## src/rtl/ulst_pkg.sv

```systemverilog
package ulst_pkg;

  localparam int BUS_BYTES = 8;
  localparam int LANE_LG   = $clog2(BUS_BYTES);
  localparam int CNT_W     = LANE_LG + 1;
  localparam int DATA_W    = BUS_BYTES * 8;

  typedef enum logic [1:0] {
    ST_WL = 2'b00,
    ST_WR = 2'b01,
    ST_DL = 2'b10,
    ST_DR = 2'b11
  } st_op_e;

  // Geometry of one write: first lane, byte count, register byte that
  // lands in the first lane, and number of address bits to clear.
  typedef struct packed {
    logic [LANE_LG-1:0] start;
    logic [CNT_W-1:0]   count;
    logic [LANE_LG-1:0] top;
    logic [1:0]         align_lg;
  } lane_plan_t;

  function automatic lane_plan_t plan_for(st_op_e op, logic [LANE_LG-1:0] off);
    lane_plan_t p;
    p = '0;
    case (op)
      ST_WL: begin
        p.start    = off;
        p.count    = CNT_W'(4) - CNT_W'(off[1:0]);
        p.top      = LANE_LG'(3);
        p.align_lg = 2'd0;
      end
      ST_WR: begin
        p.start    = {off[2], 2'b00};
        p.count    = CNT_W'(off[1:0]) + CNT_W'(1);
        p.top      = {1'b0, off[1:0]};
        p.align_lg = 2'd2;
      end
      ST_DL: begin
        p.start    = off;
        p.count    = CNT_W'(BUS_BYTES) - CNT_W'(off);
        p.top      = LANE_LG'(BUS_BYTES - 1);
        p.align_lg = 2'd0;
      end
      default: begin
        p.start    = '0;
        p.count    = CNT_W'(off) + CNT_W'(1);
        p.top      = off;
        p.align_lg = 2'd3;
      end
    endcase
    return p;
  endfunction

  // Source register byte feeding a lane inside the run.
  function automatic logic [LANE_LG-1:0] src_byte(lane_plan_t p, logic [LANE_LG-1:0] lane);
    return p.top + p.start - lane;
  endfunction

  function automatic logic lane_in_run(lane_plan_t p, logic [LANE_LG-1:0] lane);
    logic [CNT_W-1:0] pos;
    logic [CNT_W-1:0] lo;
    pos = {1'b0, lane};
    lo  = {1'b0, p.start};
    return (pos >= lo) && (pos < lo + p.count);
  endfunction

endpackage

```

## src/rtl/ulst_plan.sv

```systemverilog
module ulst_plan
  import ulst_pkg::*;
#(
  parameter int ADDR_W = 64
) (
  input  logic              valid,
  input  st_op_e            op,
  input  logic [ADDR_W-1:0] addr,
  output lane_plan_t        plan,
  output logic [ADDR_W-1:0] wr_addr
);

  lane_plan_t raw;
  logic [ADDR_W-1:0] clr_mask;

  always_comb begin
    raw = plan_for(op, addr[LANE_LG-1:0]);
    clr_mask = '1;
    case (raw.align_lg)
      2'd2:    clr_mask[1:0] = 2'b00;
      2'd3:    clr_mask[2:0] = 3'b000;
      default: clr_mask = '1;
    endcase
    wr_addr = addr & clr_mask;
    plan = valid ? raw : '0;
  end

endmodule

```

## src/rtl/ulst_lane_steer.sv

```systemverilog
module ulst_lane_steer
  import ulst_pkg::*;
(
  input  lane_plan_t          plan,
  input  logic [DATA_W-1:0]   reg_data,
  output logic [BUS_BYTES-1:0] be,
  output logic [DATA_W-1:0]   lane_data
);

  for (genvar gl = 0; gl < BUS_BYTES; gl++) begin : g_lane
    localparam int LO_BIT = 8 * (BUS_BYTES - 1 - gl);
    logic [LANE_LG-1:0] src;
    logic               hit;
    always_comb begin
      hit = lane_in_run(plan, LANE_LG'(gl));
      src = src_byte(plan, LANE_LG'(gl));
      be[gl] = hit;
      lane_data[LO_BIT +: 8] = hit ? reg_data[{src, 3'b000} +: 8] : 8'h00;
    end
  end

endmodule

```

## src/rtl/ulst_out_stage.sv

```systemverilog
module ulst_out_stage #(
  parameter int WIDTH   = 8,
  parameter bit OUT_REG = 1'b1
) (
  input  logic             clk,
  input  logic             rst_n,
  input  logic [WIDTH-1:0] d,
  output logic [WIDTH-1:0] q
);

  if (OUT_REG) begin : g_reg
    always_ff @(posedge clk or negedge rst_n) begin
      if (!rst_n) q <= '0;
      else        q <= d;
    end
  end else begin : g_wire
    assign q = d;
  end

endmodule

```

## src/rtl/ulst_store_lanes.sv

```systemverilog
module ulst_store_lanes
  import ulst_pkg::*;
#(
  parameter int ADDR_W  = 64,
  parameter int GRAN_LG = 5,
  parameter bit OUT_REG = 1'b1
) (
  input  logic                 clk,
  input  logic                 rst_n,
  input  logic                 req_valid,
  input  logic [1:0]           req_op,
  input  logic [ADDR_W-1:0]    req_addr,
  input  logic [63:0]          req_data,
  output logic                 out_valid,
  output logic [ADDR_W-1:0]    out_addr,
  output logic [3:0]           out_count,
  output logic [7:0]           out_be,
  output logic [63:0]          out_data,
  output logic                 out_tag_clr,
  output logic [ADDR_W-1:0]    out_tag_addr
);

  localparam int PACK_W = 1 + ADDR_W + CNT_W + BUS_BYTES + DATA_W + 1 + ADDR_W;

  // Named internal events, visible to waveform and checker alike.
  lane_plan_t               plan_w;
  logic [ADDR_W-1:0]        wr_addr_w;
  logic [BUS_BYTES-1:0]     be_w;
  logic [DATA_W-1:0]        lane_data_w;
  logic                     tag_clr_w;
  logic [ADDR_W-1:0]        tag_addr_w;
  logic [PACK_W-1:0]        pack_d;
  logic [PACK_W-1:0]        pack_q;

  ulst_plan #(.ADDR_W(ADDR_W)) u_plan (
    .valid   (req_valid),
    .op      (st_op_e'(req_op)),
    .addr    (req_addr),
    .plan    (plan_w),
    .wr_addr (wr_addr_w)
  );

  ulst_lane_steer u_steer (
    .plan      (plan_w),
    .reg_data  (req_data),
    .be        (be_w),
    .lane_data (lane_data_w)
  );

  always_comb begin
    tag_clr_w  = req_valid;
    tag_addr_w = {wr_addr_w[ADDR_W-1:GRAN_LG], {GRAN_LG{1'b0}}};
    pack_d = {req_valid,
              req_valid ? wr_addr_w : '0,
              plan_w.count,
              be_w,
              lane_data_w,
              tag_clr_w,
              req_valid ? tag_addr_w : '0};
  end

  ulst_out_stage #(.WIDTH(PACK_W), .OUT_REG(OUT_REG)) u_out (
    .clk   (clk),
    .rst_n (rst_n),
    .d     (pack_d),
    .q     (pack_q)
  );

  assign {out_valid, out_addr, out_count, out_be, out_data,
          out_tag_clr, out_tag_addr} = pack_q;

endmodule

```

## config.mk

```make
export PLATFORM = sky130hd
export DESIGN_NAME = ulst_store_lanes
export DESIGN_NICKNAME = d
export VERILOG_FILES = /design/src/rtl/ulst_pkg.sv /design/src/rtl/ulst_plan.sv /design/src/rtl/ulst_lane_steer.sv /design/src/rtl/ulst_out_stage.sv /design/src/rtl/ulst_store_lanes.sv
export SDC_FILE = /design/constraint.sdc
export NUM_CORES = 1
export LEC_CHECK = 0
export CAP_MARGIN = 0
export CORE_UTILIZATION = 44
export CTS_BUF_LIST = sky130_fd_sc_hd__clkbuf_8
export DETAILED_ROUTE_END_ITERATION = 10
export PLACE_DENSITY = 0.84
export SLEW_MARGIN = 10
export SYNTH_ARGS = -nofsm -noshare
export SYNTH_HDL_FRONTEND = slang
export SYNTH_SLANG_ARGS = --single-unit
```

## constraint.sdc

```tcl
create_clock -name clk -period 0.8 [get_ports clk]
set_input_delay 0.12 -clock clk [delete_from_list [all_inputs] [get_ports clk]]
set_output_delay 0.12 -clock clk [all_outputs]
set_load 0.03 [all_outputs]
```

# Yosys cells after proc, flatten, opt, wreduce, memory -nomap -nowiden
# Index checks and enable logic that the tools add are counted.
[word_totals]
regBits = 206
inputBits = 133
output_inout_bits = 206
elab_cells = 65
[op_classes]
n_addsub = 13
magnitude_cmp = 15
n_eq_ne = 4
shifts = 8
n_mux = 14
n_bitwise = 1
n_reduce_logical = 9
[ops]
columns = ["operator", "n"]
rows = [
  ["64-bit by 7-bit variable part select with 8-bit output", 8],
  ["64-bit 2-to-1 mux", 2],
  ["64-bit AND", 1],
  ["8-bit 2-to-1 mux", 8],
  ["12-bit one-hot mux with 3 select lines", 1],
  ["3-bit by 4-bit < comparator with 1-bit output, first input constant", 4],
  ["12-bit 2-to-1 mux", 1],
  ["3-bit subtractor, second input constant", 4],
  ["3-bit >= comparator, first input constant", 3],
  ["1-bit by 4-bit < comparator with 1-bit output, first input constant", 2],
  ["2-bit by 4-bit < comparator with 1-bit output, first input constant", 2],
  ["1-bit logical AND", 7],
  ["2-bit equality test, second input constant", 3],
  ["1-bit by 3-bit >= comparator with 1-bit output, first input constant", 2],
  ["2-bit by 3-bit >= comparator with 1-bit output, first input constant", 2],
  ["3-bit by 2-bit subtractor with 3-bit output, second input constant", 2],
  ["3-bit by 1-bit adder with 4-bit output, second input constant", 1],
  ["3-bit by 4-bit adder with 4-bit output", 1],
  ["3-bit by 2-bit subtractor with 4-bit output, first input constant", 1],
  ["4-bit by 3-bit subtractor with 4-bit output, first input constant", 1],
  ["2-bit by 1-bit adder with 3-bit output, second input constant", 1],
  ["3-bit adder", 1],
  ["3-bit by 1-bit subtractor with 3-bit output, second input constant", 1],
  ["2-bit by 1-bit equality test with 1-bit output, second input constant", 1],
  ["4 further kinds", 4],
]

# Depth between registers and ports, before layout
[logic_depth]
depth_word = 7
ltp_mapped = 15

# By module
# A second synthesis with hierarchy kept.
[hier_totals]
hier_cells = 688
area_unflattened_um2 = 9426.5
[by_module_without_submodules]
columns = ["module", "n_inst", "cells_each", "area_per_inst_um2", "seq_area_each_um2"]
rows = [
  ["ulst_out_stage", 1, 206, 5154.9, 5154.9],
  ["ulst_lane_steer", 1, 319, 3089.2, 0.0],
  ["ulst_plan", 1, 92, 668.1, 0.0],
  ["ulst_store_lanes", 1, 71, 514.2, 0.0],
]

# Least setup slack after synthesis
# OpenSTA, ideal clock, no wires.
[synth_path]
path_type = "in2reg"
startpoint = "input req_op[0]"
endpoint = "register u_out.q[81]"
setup_ps = 126
t_arrival_ps = 3399
required_time_ps = 674
setup_slack_ps = -2725
path_stages = 15
path_cell_list = "clkbuf_1 > inv_1 > ha_1 > and2_1 > ha_1 > fa_1 > clkbuf_1 > buf_1 > inv_1 > ha_1 > xnor3_1 > buf_2 > buf_2 > mux2i_1 > nor2_1"
[synth_between]
elab_chain_len = 7
[synth_rtl]
columns = ["element", "line_no", "rtl"]
rows = [
  ["start, declared", "ulst_store_lanes.sv:11", "input logic [1:0] req_op,"],
  ["2-bit equality test, or another cell as far along", "ulst_pkg.sv:27", "case (op)"],
  ["12-bit one-hot mux with 3 select lines (*)", "ulst_pkg.sv:27", ""],
  ["12-bit 2-to-1 mux (*)", "ulst_plan.sv:25", "plan = valid ? raw : '0;"],
  ["3-bit adder / 3-bit by 4-bit adder with 4-bit output (equally long branches)", "ulst_pkg.sv:58, ulst_pkg.sv:66", ""],
  ["3-bit subtractor / 3-bit by 4-bit < comparator with 1-bit output (equally long branches)", "ulst_pkg.sv:58, ulst_pkg.sv:66", ""],
  ["64-bit by 7-bit variable part select with 8-bit output / 1-bit logical AND (equally long branches)", "ulst_lane_steer.sv:18, ulst_pkg.sv:66", ""],
  ["8-bit 2-to-1 mux (*)", "ulst_lane_steer.sv:18", "lane_data[LO_BIT +: 8] = hit ? reg_data[{src, 3'b000} +: 8] : 8'h00;"],
  ["via lane_data_w[16]", "ulst_store_lanes.sv:29", "logic [DATA_W-1:0] lane_data_w;"],
  ["end signal, assigned", "ulst_out_stage.sv:13", "if (!rst_n) q <= '0;"],
  ["end signal, assigned", "ulst_out_stage.sv:14", "else q <= d;"],
  ["end, declared", "ulst_out_stage.sv:8", "output logic [WIDTH-1:0] q"],
]
# The timed path passes the listed nets; every way through them passes the cells marked *.

# Final worst setup path
[layout_path]
startpoint = "input req_op[0]"
endpoint = "register u_out.q[116]"
[layout_between]
elab_chain_len = 7
[layout_rtl]
columns = ["element", "line_no"]
rows = [
  ["2-bit equality test, or another cell as far along", "ulst_pkg.sv:27"],
  ["12-bit one-hot mux with 3 select lines (*)", "ulst_pkg.sv:27"],
  ["12-bit 2-to-1 mux (*)", "ulst_plan.sv:25"],
  ["3-bit adder / 3-bit by 4-bit adder with 4-bit output (equally long branches)", "ulst_pkg.sv:58, ulst_pkg.sv:66"],
  ["3-bit by 1-bit subtractor with 3-bit output / 1-bit by 4-bit < comparator with 1-bit output (equally long branches)", "ulst_pkg.sv:58, ulst_pkg.sv:66"],
  ["64-bit by 7-bit variable part select with 8-bit output / 1-bit logical AND (equally long branches)", "ulst_lane_steer.sv:18, ulst_pkg.sv:66"],
  ["8-bit 2-to-1 mux (*)", "ulst_lane_steer.sv:18"],
  ["via lane_data_w[51]", "ulst_store_lanes.sv:29"],
]
# Marked as above.

==> summary.md <==
| Metric | Value |
|---|---|
| FFs w/ async S/R, synth | 1.00 |
| Post-route ant nets | 0 |
| Seq pwr share | 0.314 |
| Synth cell count leaders | 141 x dfrtp_1, 66 x buf_4, 64 x mux4_2, 62 x and2_1, 55 x nor2_1 |
| Most used cell, CP | buf_6 |
| CORE AREA | 16700 um^2 |
| Root buffer cell | clkbuf_8 |
| Hold wc startpoint | req_op[0] |
| Synth Area in Compound Gates | 0.0372 |
| Grt ovf | 0 |
| Average cell area after synthesis | 12.6 um^2 |
| Mux cell area share after synthesis | 0.254 |
| Wirelength per Cell | 22.7 um |
| Xor/xnor share of the synthesized area | 0.0145 |
| CP max stage cell | fa_2 |
| Unrepaired setup endpoints after global routing | yes |
| Reg with most FFs | u_out.q |
| Simple-gate share of the synthesized area | 0.108 |
| DIE HEIGHT | 133 um |
| Worst Hold End | u_out.q[143] |
| Worst-path clk slew | 80 ps |
| CTS Buf Count | 17 |
| Rows | 47 |
| DR iter-0 viols | 310 |
| Kind of critical path | input port to register |
| Met2 Use GR | 0.572 |
| Largest register FFs | 141 |
| Required time of the critical path | 1140 ps |
| Top-count cell post-synth | dfrtp_1 |
| Largest net degree at the start of global routing | 63 |
| Yosys top cell area share | 0.466 |
| Largest family of logic cells by synthesized area | multiplexers |
| Die Wd | 133 um |
| Largest area contributor in the netlist | dfrtp_1 |
| Sw frac | 0.332 |
| Crit path max fanout | 11 |
| Comb pwr share | 0.424 |
| Via count | 6447 |
| Synth area leaders | dfrtp_1 47%, mux4_2 19%, buf_4 6.5%, mux2i_1 6.3%, and2_1 5.1% |
| Part of the power in the clock network | 0.262 |
| Max Cap Viol | 0 |
| CP Cell Sequence | buf_8 -> buf_4 -> nor2_4 -> nand2_2 -> inv_2 -> fa_2 -> ha_4 -> buf_6 -> buf_6 -> mux4_2 -> mux2i_1 -> nor2_1 |
| Peak supply drop | 1.25 mV |
| Global Route met1 Usage | 0.334 |
| Bufs and invs on worst path | 5 |
| Vias per cell | 5.38 |
| Clock Path Buffers | 2 |
| CTS H-tree lvls | 4 |
| WL final | 27.2 mm |
| Delay of the slowest critical-path stage | 490 ps |
| DR pass1 iterations | 4 |
| Critical path arrival | 2490 ps |
| Io pins | 339 |
| Worst setup EP type | register |
| Net load switching power | 0.00890 W |
| Origin of the worst setup path | req_op[0] |
| Total negative slack | -155270 ps |
| CTS tree | done |
| Status | finished, violations left |
| Post-route setup slack | -1340 ps |
| Post-synthesis adder-cell area fraction | 0.0218 |
| Hold Crit Class | input port to register |
| Failing checks | negative setup slack |
| Synth unique cells | 39 |
| Layout overhead on the synthesized area | 76.7% |
| GRT Total Usage | 0.311 |
| Register area share after synthesis | 0.466 |
| Finished Layout Cells | 1199 |
| Main synth FF type | dfrtp_1 |
| Synth Warn # | 0 |
| Post-Syn Instances | 602 |
| PortBufs | 333 |
| Final Max Slew Viols | 0 |
| RD Place Congestion | 0.932 |
| Number of global-route vias before repair | 6857 |
| DRC viols | 0 |
| Power Density | 2000 nW/um^2 |
| Int Pwr | 0.0179 W |
| Die area | 17700 um^2 |
| Initial Utilization | 0.453 |
| Number of synthesized flops with an enable pin | 0 |
| Mapped cell area | 7570 um^2 |
| Pleak | 6.02 nW |
| Tcrit/Tclk final | 2.68 |
| Number of synthesized register bits | 141 |
| Final nets | 1110 |
| Clock period minus worst slack | 2140 ps |
| Setup Viol. Count Final | 274 |
| Global-route wire length before repair | 40.2 mm |
| Dpl hpwl | 18.6 mm |
| Placed cells | 1131 |
| Initial antenna violation count | 1 |
| Routing usage on met3 | 0.0772 |
| Biggest regs | u_out.q: 141 flops |
| Endpoints failing hold | 0 |
| Busiest grt layer | met2 |
| Type of origin of the critical path | input port |
| Highest Clock Rate | 466 MHz |
| Worst hold stages | 3 |
| Clock Sinks | 141 |
| Family with the most delay on the worst path | adder cells |
| Fraction of layout cells with a size suffix above 1 | 0.559 |
[power by group through the flow]
stage	logic, W	clock network (W)	registers, W
detailed placement	0.00971	0	0.00841
CTS	0.0110	0.00710	0.00840
floorplan	0.00435	0	0.00961
global route	0.0118	0.00748	0.00847
finish	0.0114	0.00703	0.00841
global placement	0.00949	0	0.00841
[worst max-delay path by stage]
stage | end | cells after the start | slack, ps
3_5_place_dp | u_out.q[87] | 11 | -2400
3_3_place_gp | u_out.q[87] | 11 | -2300
6_report | u_out.q[116] | 12 | -1340
4_1_cts | u_out.q[100] | 12 | -1320
5_1_grt | u_out.q[87] | 11 | -1390
2_1_floorplan | u_out.q[87] | 12 | -1840
[logic make-up (layout without fill, tap and decap cells)]
family | count (synthesis) | in the layout
adder cells (fa/ha/maj) | 12 | 12
buffers and inverters | 122 | 494
multiplexers | 112 | 112
other | 1 | 6
flip-flops | 141 | 141
AND/OR/NAND/NOR | 167 | 167
AO/OA/AOI/OAI | 40 | 40
XOR/XNOR | 7 | 7
[cell type report]
class | count | area [um^2]
fill | 874 | 3320
timing repair buffer | 444 | 5280
clock inverter | 14 | 238
multi-input combinational | 343 | 3650
inverter | 18 | 85.1
clock buffer | 18 | 248
tap | 220 | 275
antenna | 1 | 2.50
sequential | 141 | 3610
[layer usage]
layer | up-vias | routed length, um
li1 | 2745 | -
met1 | 3225 | 9010
met2 | 409 | 14900
met3 | 68 | 2130
met4 | 0 | 1120
met5 | - | 0
[timing repair]
item                                    4_1_cts  5_1_grt
gates resized for setup                     241       38
gates cloned                                  5        2
hold buffers                                  1        1
pin swaps                                    18       14
endpoints found under the hold margin       141        1
setup buffers                                22        9
endpoints found under the setup margin      278      274
[cell usage in the layout (no fill, tap or decap), types with 3 or more instances in the layout]
master           count
a21oi_1             13
a21oi_2              7
a21oi_4              4
and2_1              61
buf_12              68
buf_4               61
buf_6              175
buf_8                4
bufinv_16            6
clkbuf_16            4
clkbuf_8            18
clkdlybuf4s50_1    125
clkinvlp_4           3
conb_1               5
dfrtp_1             79
dfrtp_2             62
ha_4                 9
inv_1                5
inv_2               10
inv_6                4
mux2i_1             44
mux4_2              64
nand2_1             32
nand2_2              7
nor2_1              49
nor2_2               4
[stage by stage]
step,hold WS (ps),worst slack [ps],area (um^2),utilization,power [W]
after global placement,-15.6,-2300,11500,0.691,0.0179
after global routing,38.1,-1390,13400,0.801,0.0278
after CTS,1.97,-1320,13200,0.789,0.0265
after floorplan,-176,-1840,7970,-,0.0140
after detailed placement,-11.5,-2400,11500,0.691,0.0181
final,49.2,-1340,13400,0.801,0.0268
[worst min-delay path, delay by kind of cell]
kind                   cells  cell delay (ps)
AO/OA/AOI/OAI              1               80
buffers and inverters      2              260
(Power assumes the default switching activity.)
